File: src/rtl/sdcfg_pkg.sv
// Shared types and constants for the SDRAM timing-select controller.
// Assumes a single clock domain; bit positions define the register layout.
package sdcfg_pkg;
    typedef enum logic [2:0] {
        CMD_NOP  = 3'd0,
        CMD_ACT  = 3'd1,
        CMD_RD   = 3'd2,
        CMD_WR   = 3'd3,
        CMD_PRE  = 3'd4,
        CMD_PREA = 3'd5,
        CMD_LMR  = 3'd6
    } sd_cmd_e;

    localparam int REG_W = 16;
    localparam int B_CL   = 0;
    localparam int B_RCD  = 1;
    localparam int B_WR   = 2;
    localparam int B_RP   = 3;
    localparam int B_RC   = 4;
    localparam int B_LMR  = 5;
    localparam int B_INIT = 6;
    localparam int B_SZ   = 8;
    localparam int SZ_W   = 3;

    // index of each nanosecond-budget selection inside the packed cycle array
    localparam int IX_RCD = 0;
    localparam int IX_WR  = 1;
    localparam int IX_RP  = 2;
    localparam int IX_RC  = 3;
    localparam int N_SEL  = 4;

    // whole cycles covering ns at period clk_ns, never below one
    function automatic int ns_to_cyc(input int ns, input int clk_ns);
        int c;
        c = (ns + clk_ns - 1) / clk_ns;
        return (c < 1) ? 1 : c;
    endfunction
endpackage

File: src/rtl/sdcfg_regs.sv
// Configuration register: timing selections, size code and the two
// self-clearing control bits (start-init, mode-arm).
// Assumes the sequencer pulses init_done / lmr_done for one cycle.
module sdcfg_regs
    import sdcfg_pkg::*;
(
    input  logic               clk,
    input  logic               rst_n,
    input  logic               cfg_we,
    input  logic [REG_W-1:0]   cfg_wdata,
    input  logic               init_done,
    input  logic               lmr_done,
    output logic [REG_W-1:0]   cfg_rdata,
    output logic               cl3,
    output logic [N_SEL-1:0]   slow,
    output logic               init_busy,
    output logic               lmr_arm,
    output logic [9:0]         mem_size_mb
);
    logic [SZ_W-1:0] size_q;
    logic            unused_wbits;

    assign unused_wbits = ^{cfg_wdata[REG_W-1:B_SZ+SZ_W], cfg_wdata[7]};

    // register state: plain fields load on write, control bits set-only
    always_ff @(posedge clk) begin
        if (!rst_n) begin
            cl3       <= 1'b0;
            slow      <= '0;
            size_q    <= '0;
            init_busy <= 1'b0;
            lmr_arm   <= 1'b0;
        end else begin
            if (cfg_we) begin
                cl3          <= cfg_wdata[B_CL];
                slow[IX_RCD] <= cfg_wdata[B_RCD];
                slow[IX_WR]  <= cfg_wdata[B_WR];
                slow[IX_RP]  <= cfg_wdata[B_RP];
                slow[IX_RC]  <= cfg_wdata[B_RC];
                size_q       <= cfg_wdata[B_SZ +: SZ_W];
            end
            init_busy <= (init_busy && !init_done) || (cfg_we && cfg_wdata[B_INIT]);
            lmr_arm   <= (lmr_arm && !lmr_done) || (cfg_we && cfg_wdata[B_LMR]);
        end
    end

    // read-back image of the register
    always_comb begin
        cfg_rdata                 = '0;
        cfg_rdata[B_CL]           = cl3;
        cfg_rdata[B_RCD]          = slow[IX_RCD];
        cfg_rdata[B_WR]           = slow[IX_WR];
        cfg_rdata[B_RP]           = slow[IX_RP];
        cfg_rdata[B_RC]           = slow[IX_RC];
        cfg_rdata[B_LMR]          = lmr_arm;
        cfg_rdata[B_INIT]         = init_busy;
        cfg_rdata[B_SZ +: SZ_W]   = size_q;
    end

    // capacity in megabytes from the size code
    assign mem_size_mb = 10'd4 << size_q;
endmodule

File: src/rtl/sdcfg_timing.sv
// Turns each one-bit fast/slow selection into a cycle count, fixed at
// elaboration from CLK_NS. Assumes budgets are whole nanoseconds.
module sdcfg_timing
    import sdcfg_pkg::*;
#(
    parameter int CLK_NS = 20,
    parameter int CW     = 8
) (
    input  logic [N_SEL-1:0]          slow,
    output logic [N_SEL-1:0][CW-1:0]  cyc
);
    localparam int FAST_NS [N_SEL] = '{25, 25, 25, 75};
    localparam int SLOW_NS [N_SEL] = '{50, 50, 50, 100};

    // one two-way constant mux per selection
    for (genvar g = 0; g < N_SEL; g++) begin : g_sel
        localparam int FC = ns_to_cyc(FAST_NS[g], CLK_NS);
        localparam int SC = ns_to_cyc(SLOW_NS[g], CLK_NS);
        assign cyc[g] = slow[g] ? CW'(SC) : CW'(FC);
    end
endmodule

File: src/rtl/sdcfg_seq.sv
// Command sequencer: precharge-all for init, LMR for an armed access,
// otherwise ACTIVE / column / acknowledge / PRECHARGE. A single wait
// counter with a return state spaces the commands.
// Assumes acc_req is held until acc_ack and dropped in the ack cycle.
module sdcfg_seq
    import sdcfg_pkg::*;
#(
    parameter int AW         = 24,
    parameter int SDA_W      = 13,
    parameter int COL_W      = 9,
    parameter int AP_BIT     = 10,
    parameter int CW         = 8,
    parameter int SETTLE_CYC = 10000
) (
    input  logic                     clk,
    input  logic                     rst_n,
    input  logic                     acc_req,
    input  logic                     acc_we,
    input  logic [AW-1:0]            acc_addr,
    input  logic                     init_busy,
    input  logic                     lmr_arm,
    input  logic                     cl3,
    input  logic [N_SEL-1:0][CW-1:0] cyc,
    output logic                     acc_ack,
    output logic [2:0]               sd_cmd,
    output logic [SDA_W-1:0]         sd_addr,
    output logic                     init_done,
    output logic                     lmr_done
);
    localparam int SW = $clog2(SETTLE_CYC + 1);

    typedef enum logic [2:0] {S_IDLE, S_PREA, S_ACT, S_COL, S_ACK, S_PRE, S_LMR, S_WAIT} st_e;
    typedef enum logic [1:0] {OP_INIT, OP_RD, OP_WR, OP_LMR} op_e;

    st_e             st, ret_q;
    op_e             op_q;
    logic [CW-1:0]   cnt;
    logic [SW-1:0]   settle;
    logic [AW-1:0]   addr_q;
    logic [CW-1:0]   cl_cyc;
    logic            wait_end;
    logic            unused_abits;

    assign unused_abits = ^addr_q[1:0];
    assign cl_cyc   = cl3 ? CW'(3) : CW'(2);
    assign wait_end = (st == S_WAIT) && (cnt <= CW'(1));

    // state, wait counter, captured access and settle window
    always_ff @(posedge clk) begin
        if (!rst_n) begin
            st     <= S_IDLE;
            ret_q  <= S_IDLE;
            op_q   <= OP_RD;
            cnt    <= '0;
            settle <= '0;
            addr_q <= '0;
        end else begin
            if (settle != '0) settle <= settle - SW'(1);
            case (st)
                S_IDLE: begin
                    if (init_busy) begin
                        st   <= S_PREA;
                        op_q <= OP_INIT;
                    end else if (acc_req && lmr_arm) begin
                        if (settle == '0) begin
                            st     <= S_LMR;
                            op_q   <= OP_LMR;
                            addr_q <= acc_addr;
                        end
                    end else if (acc_req) begin
                        st     <= S_ACT;
                        op_q   <= acc_we ? OP_WR : OP_RD;
                        addr_q <= acc_addr;
                    end
                end
                S_PREA: begin cnt <= cyc[IX_RP]  - CW'(1); ret_q <= S_IDLE; st <= S_WAIT; end
                S_ACT:  begin cnt <= cyc[IX_RCD] - CW'(1); ret_q <= S_COL;  st <= S_WAIT; end
                S_COL:  begin cnt <= cl_cyc      - CW'(1); ret_q <= S_ACK;  st <= S_WAIT; end
                S_LMR:  begin cnt <= cyc[IX_RC]  - CW'(1); ret_q <= S_ACK;  st <= S_WAIT; end
                S_PRE:  begin cnt <= cyc[IX_RP]  - CW'(1); ret_q <= S_IDLE; st <= S_WAIT; end
                S_ACK: begin
                    if (op_q == OP_WR) begin
                        cnt   <= cyc[IX_WR] - CW'(1);
                        ret_q <= S_PRE;
                        st    <= S_WAIT;
                    end else if (op_q == OP_RD) begin
                        st <= S_PRE;
                    end else begin
                        st <= S_IDLE;
                    end
                end
                S_WAIT: begin
                    if (wait_end) begin
                        st <= ret_q;
                        if (op_q == OP_INIT) settle <= SW'(SETTLE_CYC);
                    end else begin
                        cnt <= cnt - CW'(1);
                    end
                end
                default: st <= S_IDLE;
            endcase
        end
    end

    // completion pulses back to the register
    assign init_done = wait_end && (op_q == OP_INIT);
    assign lmr_done  = (st == S_LMR);
    assign acc_ack   = (st == S_ACK);

    // command and address pins decoded from the state
    always_comb begin
        sd_cmd  = CMD_NOP;
        sd_addr = '0;
        case (st)
            S_PREA: begin sd_cmd = CMD_PREA; sd_addr[AP_BIT] = 1'b1; end
            S_ACT:  begin sd_cmd = CMD_ACT;  sd_addr = addr_q[COL_W+2 +: SDA_W]; end
            S_COL:  begin
                sd_cmd  = (op_q == OP_WR) ? CMD_WR : CMD_RD;
                sd_addr = SDA_W'(addr_q[2 +: COL_W]);
            end
            S_PRE:  sd_cmd = CMD_PRE;
            S_LMR:  begin sd_cmd = CMD_LMR; sd_addr = addr_q[2 +: SDA_W]; end
            default: ;
        endcase
    end
endmodule

File: src/rtl/sdcfg_ctrl.sv
// Top of the SDRAM timing-select controller: register, cycle-count
// selection and command sequencer. Assumes AW >= COL_W + 2 + SDA_W.
module sdcfg_ctrl
    import sdcfg_pkg::*;
#(
    parameter int CLK_NS    = 20,
    parameter int AW        = 24,
    parameter int SDA_W     = 13,
    parameter int COL_W     = 9,
    parameter int AP_BIT    = 10,
    parameter int CW        = 8,
    parameter int SETTLE_NS = 200000
) (
    input  logic             clk,
    input  logic             rst_n,
    input  logic             cfg_we,
    input  logic [15:0]      cfg_wdata,
    output logic [15:0]      cfg_rdata,
    input  logic             acc_req,
    input  logic             acc_we,
    input  logic [AW-1:0]    acc_addr,
    output logic             acc_ack,
    output logic [2:0]       sd_cmd,
    output logic [SDA_W-1:0] sd_addr,
    output logic [9:0]       mem_size_mb
);
    localparam int SETTLE_CYC = ns_to_cyc(SETTLE_NS, CLK_NS);

    logic                     cl3, init_busy, lmr_arm, init_done, lmr_done;
    logic [N_SEL-1:0]         slow;
    logic [N_SEL-1:0][CW-1:0] cyc;

    sdcfg_regs regs_i (
        .clk(clk), .rst_n(rst_n), .cfg_we(cfg_we), .cfg_wdata(cfg_wdata),
        .init_done(init_done), .lmr_done(lmr_done), .cfg_rdata(cfg_rdata),
        .cl3(cl3), .slow(slow), .init_busy(init_busy), .lmr_arm(lmr_arm),
        .mem_size_mb(mem_size_mb)
    );

    sdcfg_timing #(.CLK_NS(CLK_NS), .CW(CW)) timing_i (
        .slow(slow), .cyc(cyc)
    );

    sdcfg_seq #(
        .AW(AW), .SDA_W(SDA_W), .COL_W(COL_W), .AP_BIT(AP_BIT),
        .CW(CW), .SETTLE_CYC(SETTLE_CYC)
    ) seq_i (
        .clk(clk), .rst_n(rst_n), .acc_req(acc_req), .acc_we(acc_we),
        .acc_addr(acc_addr), .init_busy(init_busy), .lmr_arm(lmr_arm),
        .cl3(cl3), .cyc(cyc), .acc_ack(acc_ack), .sd_cmd(sd_cmd),
        .sd_addr(sd_addr), .init_done(init_done), .lmr_done(lmr_done)
    );
endmodule

File: config.mk
export PLATFORM = sky130hd
export DESIGN_NAME = sdcfg_ctrl
export DESIGN_NICKNAME = d
export VERILOG_FILES = /design/src/rtl/sdcfg_pkg.sv /design/src/rtl/sdcfg_regs.sv /design/src/rtl/sdcfg_timing.sv /design/src/rtl/sdcfg_seq.sv /design/src/rtl/sdcfg_ctrl.sv
export SDC_FILE = /design/constraint.sdc
export NUM_CORES = 1
export LEC_CHECK = 0
export BUFFER_PORTS_ARGS = -buffer_cell sky130_fd_sc_hd__buf_2
export CORE_AREA = 4 4 99 101
export DETAILED_ROUTE_END_ITERATION = 10
export DIE_AREA = 0 0 103 105
export PLACE_DENSITY = 0.61
export SETUP_SLACK_MARGIN = 0.2
export SLEW_MARGIN = 0
export SYNTH_ARGS = -nofsm -noshare
export SYNTH_HDL_FRONTEND = slang
export SYNTH_SLANG_ARGS = --single-unit
File: constraint.sdc
create_clock -name clk -period 2.25 [get_ports clk]
set_input_delay 0.225 -clock clk [delete_from_list [all_inputs] [get_ports clk]]
set_output_delay 0.225 -clock clk [all_outputs]
set_load 0.05 [all_outputs]
==> impl_results.md <==
* Status: complete, no violations
* H-tree depth at 3
* Vias in the first global route at 3212
* Fraction of layout cells with a size suffix above 1 at 26.0%
* Clk slew on worst S/H paths at 0.07 ns
* Die Ht at 105 um
* Maximum cell stage delay along the critical path at 0.56 ns
* DR iter-0 viols at 125
* DR vias/cell at 5.28
* Filler cells at 909
* Die area at 0.0108 sq mm
* Cell count after synthesis at 436
* Die Width at 103 um
* Synth cell types at 56
* CTS tree: done
* Post-synth EDFFs at 0
* Commonest non-fill, non-tap cell in the layout: buf_2
* Req. time, crit path at 2.51 ns
* Final core occ at 46.5%
* Clock latency at the later pin of the worst-skew pair at 0.34 ns
* Async SR Flop Fraction at 0%
* RSZ-0062 raised after global routing: true
* Beginning of the critical path: seq_i.settle[10]
* Final std cells w/o fill at 619
* Worst path arrival time at 2.24 ns
* Critical path class: flip-flop to flip-flop
* Clock buffer depth at 2
* Peak VDD IR at 0.000521 V
* Syn Std Cell Area at 0.00347 sq mm
* Core ar. at 0.00902 sq mm
* Sink Count at 62
* Maximum fanout along the worst path at 24
* First-pass GRT wire length at 15.0 mm
* Fin. Hold Viols at 0
* GR Util All Layers at 17.1%
* Initial antenna violation count at 0
* Clock Tree Root: clkbuf_8
* GPL Wtd Cong at 0.872
* Critical Path Source Type: flip-flop
* WL per Instance at 14.4 um
* Leak at 1.76 nW
* Setup crit end kind: flip-flop
* Layout overhead on the synthesized area at 20.9%
* Total CTS buffers at 9
* # port buffers at 71
* Cell area power density at 1310 mW/mm^2
* Placed Area at 0.00396 sq mm
* Primary FF master, synth: dfxtp_1
* Largest net degree at the start of global routing at 26
* Final Net Count at 554
* Worst clock skew at 0.00492 ns
* Grt ovf at 0
* Initial Util at 38.5%
* Syn Area/Cell at 7.96 sq um
* Post-DP HPWL at 6.53 mm
* Worst-Margin Slew at 0.617 ns
* HP Class: input port to flip-flop
* Row count at 35
* Drt total wl at 8.93 mm
* Antenna Nets Post-Route at 0
* Reg-to-reg critical path startpoint: seq_i.settle[10]
* Vias at 3271
* # Max-Cap Violations at 0
* DR pass1 iterations at 4
* Antenna Cells at 0
* Most frequent cells in the layout: buf_2 (62), dfxtp_1 (59), nor2_1 (57), a21oi_1 (48), mux2i_1 (27)
* Post-route cell area at 0.00420 sq mm
* DR DRC count at 0
* Critical-path cell list: or4_4, or2_4, o21a_1, buf_12, a2bb2oi_1, a31oi_1
* Critical-path top delay cell: or4_4
* Hold_buf cts at 0
* Top Ports at 88
* Synth Register Bits at 62
* Register area share after synthesis at 35.8%
* Max_slew headroom at 58.6%
* Worst Hold Launch: cfg_wdata[9]
* Total chip power at 0.00551 W
* Post-Place Cells at 604
* Fin crit period at 1.98 ns
* Tcrit/Tclk final at 88.0%
* Fmax at 505 MHz
* Ys Warns at 0
* Count of pins over their slew limit at 0
* Endpoints failing setup at 0
* Setup repair bufs after CTS at 0
per-layer routing:
layer / vias up / share of wire (%) / GRT usage, %
met5: - / 0 / 0
met4: 0 / 1.6 / 5.92
met3: 12 / 5.8 / 3.81
met2: 84 / 47 / 27.4
met1: 1514 / 45 / 22.4
li1: 1661 / - / -
synth_stat cells (all sizes together), types with 2 or more instances:
| cell | count | area share, % |
|---|---|---|
| a211oi | 4 | 1.0 |
| a21oi | 48 | 6.9 |
| a22oi | 2 | 0.43 |
| a31oi | 3 | 0.54 |
| and3 | 3 | 0.54 |
| buf | 25 | 5.0 |
| clkbuf | 17 | 1.8 |
| dfxtp | 62 | 36 |
| ha | 5 | 1.8 |
| inv | 12 | 1.3 |
| mux2i | 27 | 7.8 |
| nand2 | 21 | 2.3 |
| nand2b | 5 | 0.90 |
| nand3 | 5 | 0.72 |
| nand3b | 4 | 0.87 |
| nand4 | 23 | 4.1 |
| nor2 | 58 | 6.3 |
| nor2b | 16 | 2.9 |
| nor3 | 6 | 1.0 |
| nor3b | 4 | 0.87 |
| nor4 | 6 | 1.3 |
| o2111ai | 2 | 0.50 |
| o211ai | 2 | 0.43 |
| o21a | 2 | 0.43 |
| o21ai | 39 | 5.9 |
| o22ai | 2 | 0.36 |
| or2 | 4 | 0.79 |
| or3 | 2 | 0.36 |
| xnor2 | 3 | 0.76 |
| xor2 | 8 | 2.0 |
final timing paths:
kind	end	slack (ns)	depth (start not counted)
worst min-delay path	regs_i.size_q[1]	0.12	3
worst max register to register	seq_i.st[1]	0.27	6
worst max-delay path	seq_i.st[1]	0.27	6
worst min register to register	seq_i.op_q[0]	0.47	1
timing repair:
action | 4_1_cts | 5_1_grt
gates cloned | 0 | 0
resized for setup | 10 | 10
setup endpoints to repair | 12 | 30
sequential cells by signal (all words and copies together), names as in the netlist:
signal	cells
seq_i.addr_q	22
seq_i.settle	14
seq_i.cnt	8
regs_i.slow	4
regs_i.size_q	3
seq_i.ret_q	3
seq_i.st	3
seq_i.op_q	2
regs_i.cl3	1
regs_i.init_busy	1
regs_i.lmr_arm	1
power breakdown:
| part | internal [W] | switching (W) | total, W | leakage [nW] |
|---|---|---|---|---|
| registers | 0.00137 | 0.000295 | 0.00167 | 0.508 |
| logic | 0.00118 | 0.00170 | 0.00289 | 1.15 |
| clock network | 0.000532 | 0.000426 | 0.000958 | 0.0952 |
| total | 0.00309 | 0.00242 | 0.00551 | 1.76 |
kinds of logic (layout without fill, tap and decap cells):
kind of cell | count (synthesis) | count (layout) | synth area share [%]
xor+xnor | 11 | 11 | 2.78
fa+ha+maj | 5 | 5 | 1.80
compound gates | 114 | 114 | 19.2
other cells | 1 | 8 | 0.108
mux | 28 | 28 | 8.44
flops | 62 | 62 | 35.8
simple gates | 160 | 160 | 23.7
buf+inv | 55 | 120 | 8.22
per-stage QoR:
stage	setup TNS, ns	setup slack (ns)	hold slack [ns]
after floorplan	-0.165	-0.0562	0.373
after global placement	0	0.339	0.451
after detailed placement	0	0.302	0.455
after CTS	0	0.208	0.109
after global routing	0	0.159	0.123
final	0	0.269	0.123
cell type report:
type                            count  area, sq um  area share, %
Timing Repair Buffer               92          564           13.4
Clock buffer                       11          141           3.37
Sequential cell                    62         1250           29.7
Inverter                           13         48.8           1.16
Clock inverter                      4         47.5           1.13
Multi-Input combinational cell    326         2010           47.9
Tap cell                          111          139           3.31
critical path: cells and delay by family (launching register included):
family | cells | cell delay [ns]
and+or+nand+nor | 2 | 0.84
buffers and inverters | 1 | 0.16
DFF | 1 | 0.35
AOI/OAI and AO/OA | 3 | 0.53
Power figures use the tool's default switching activity.
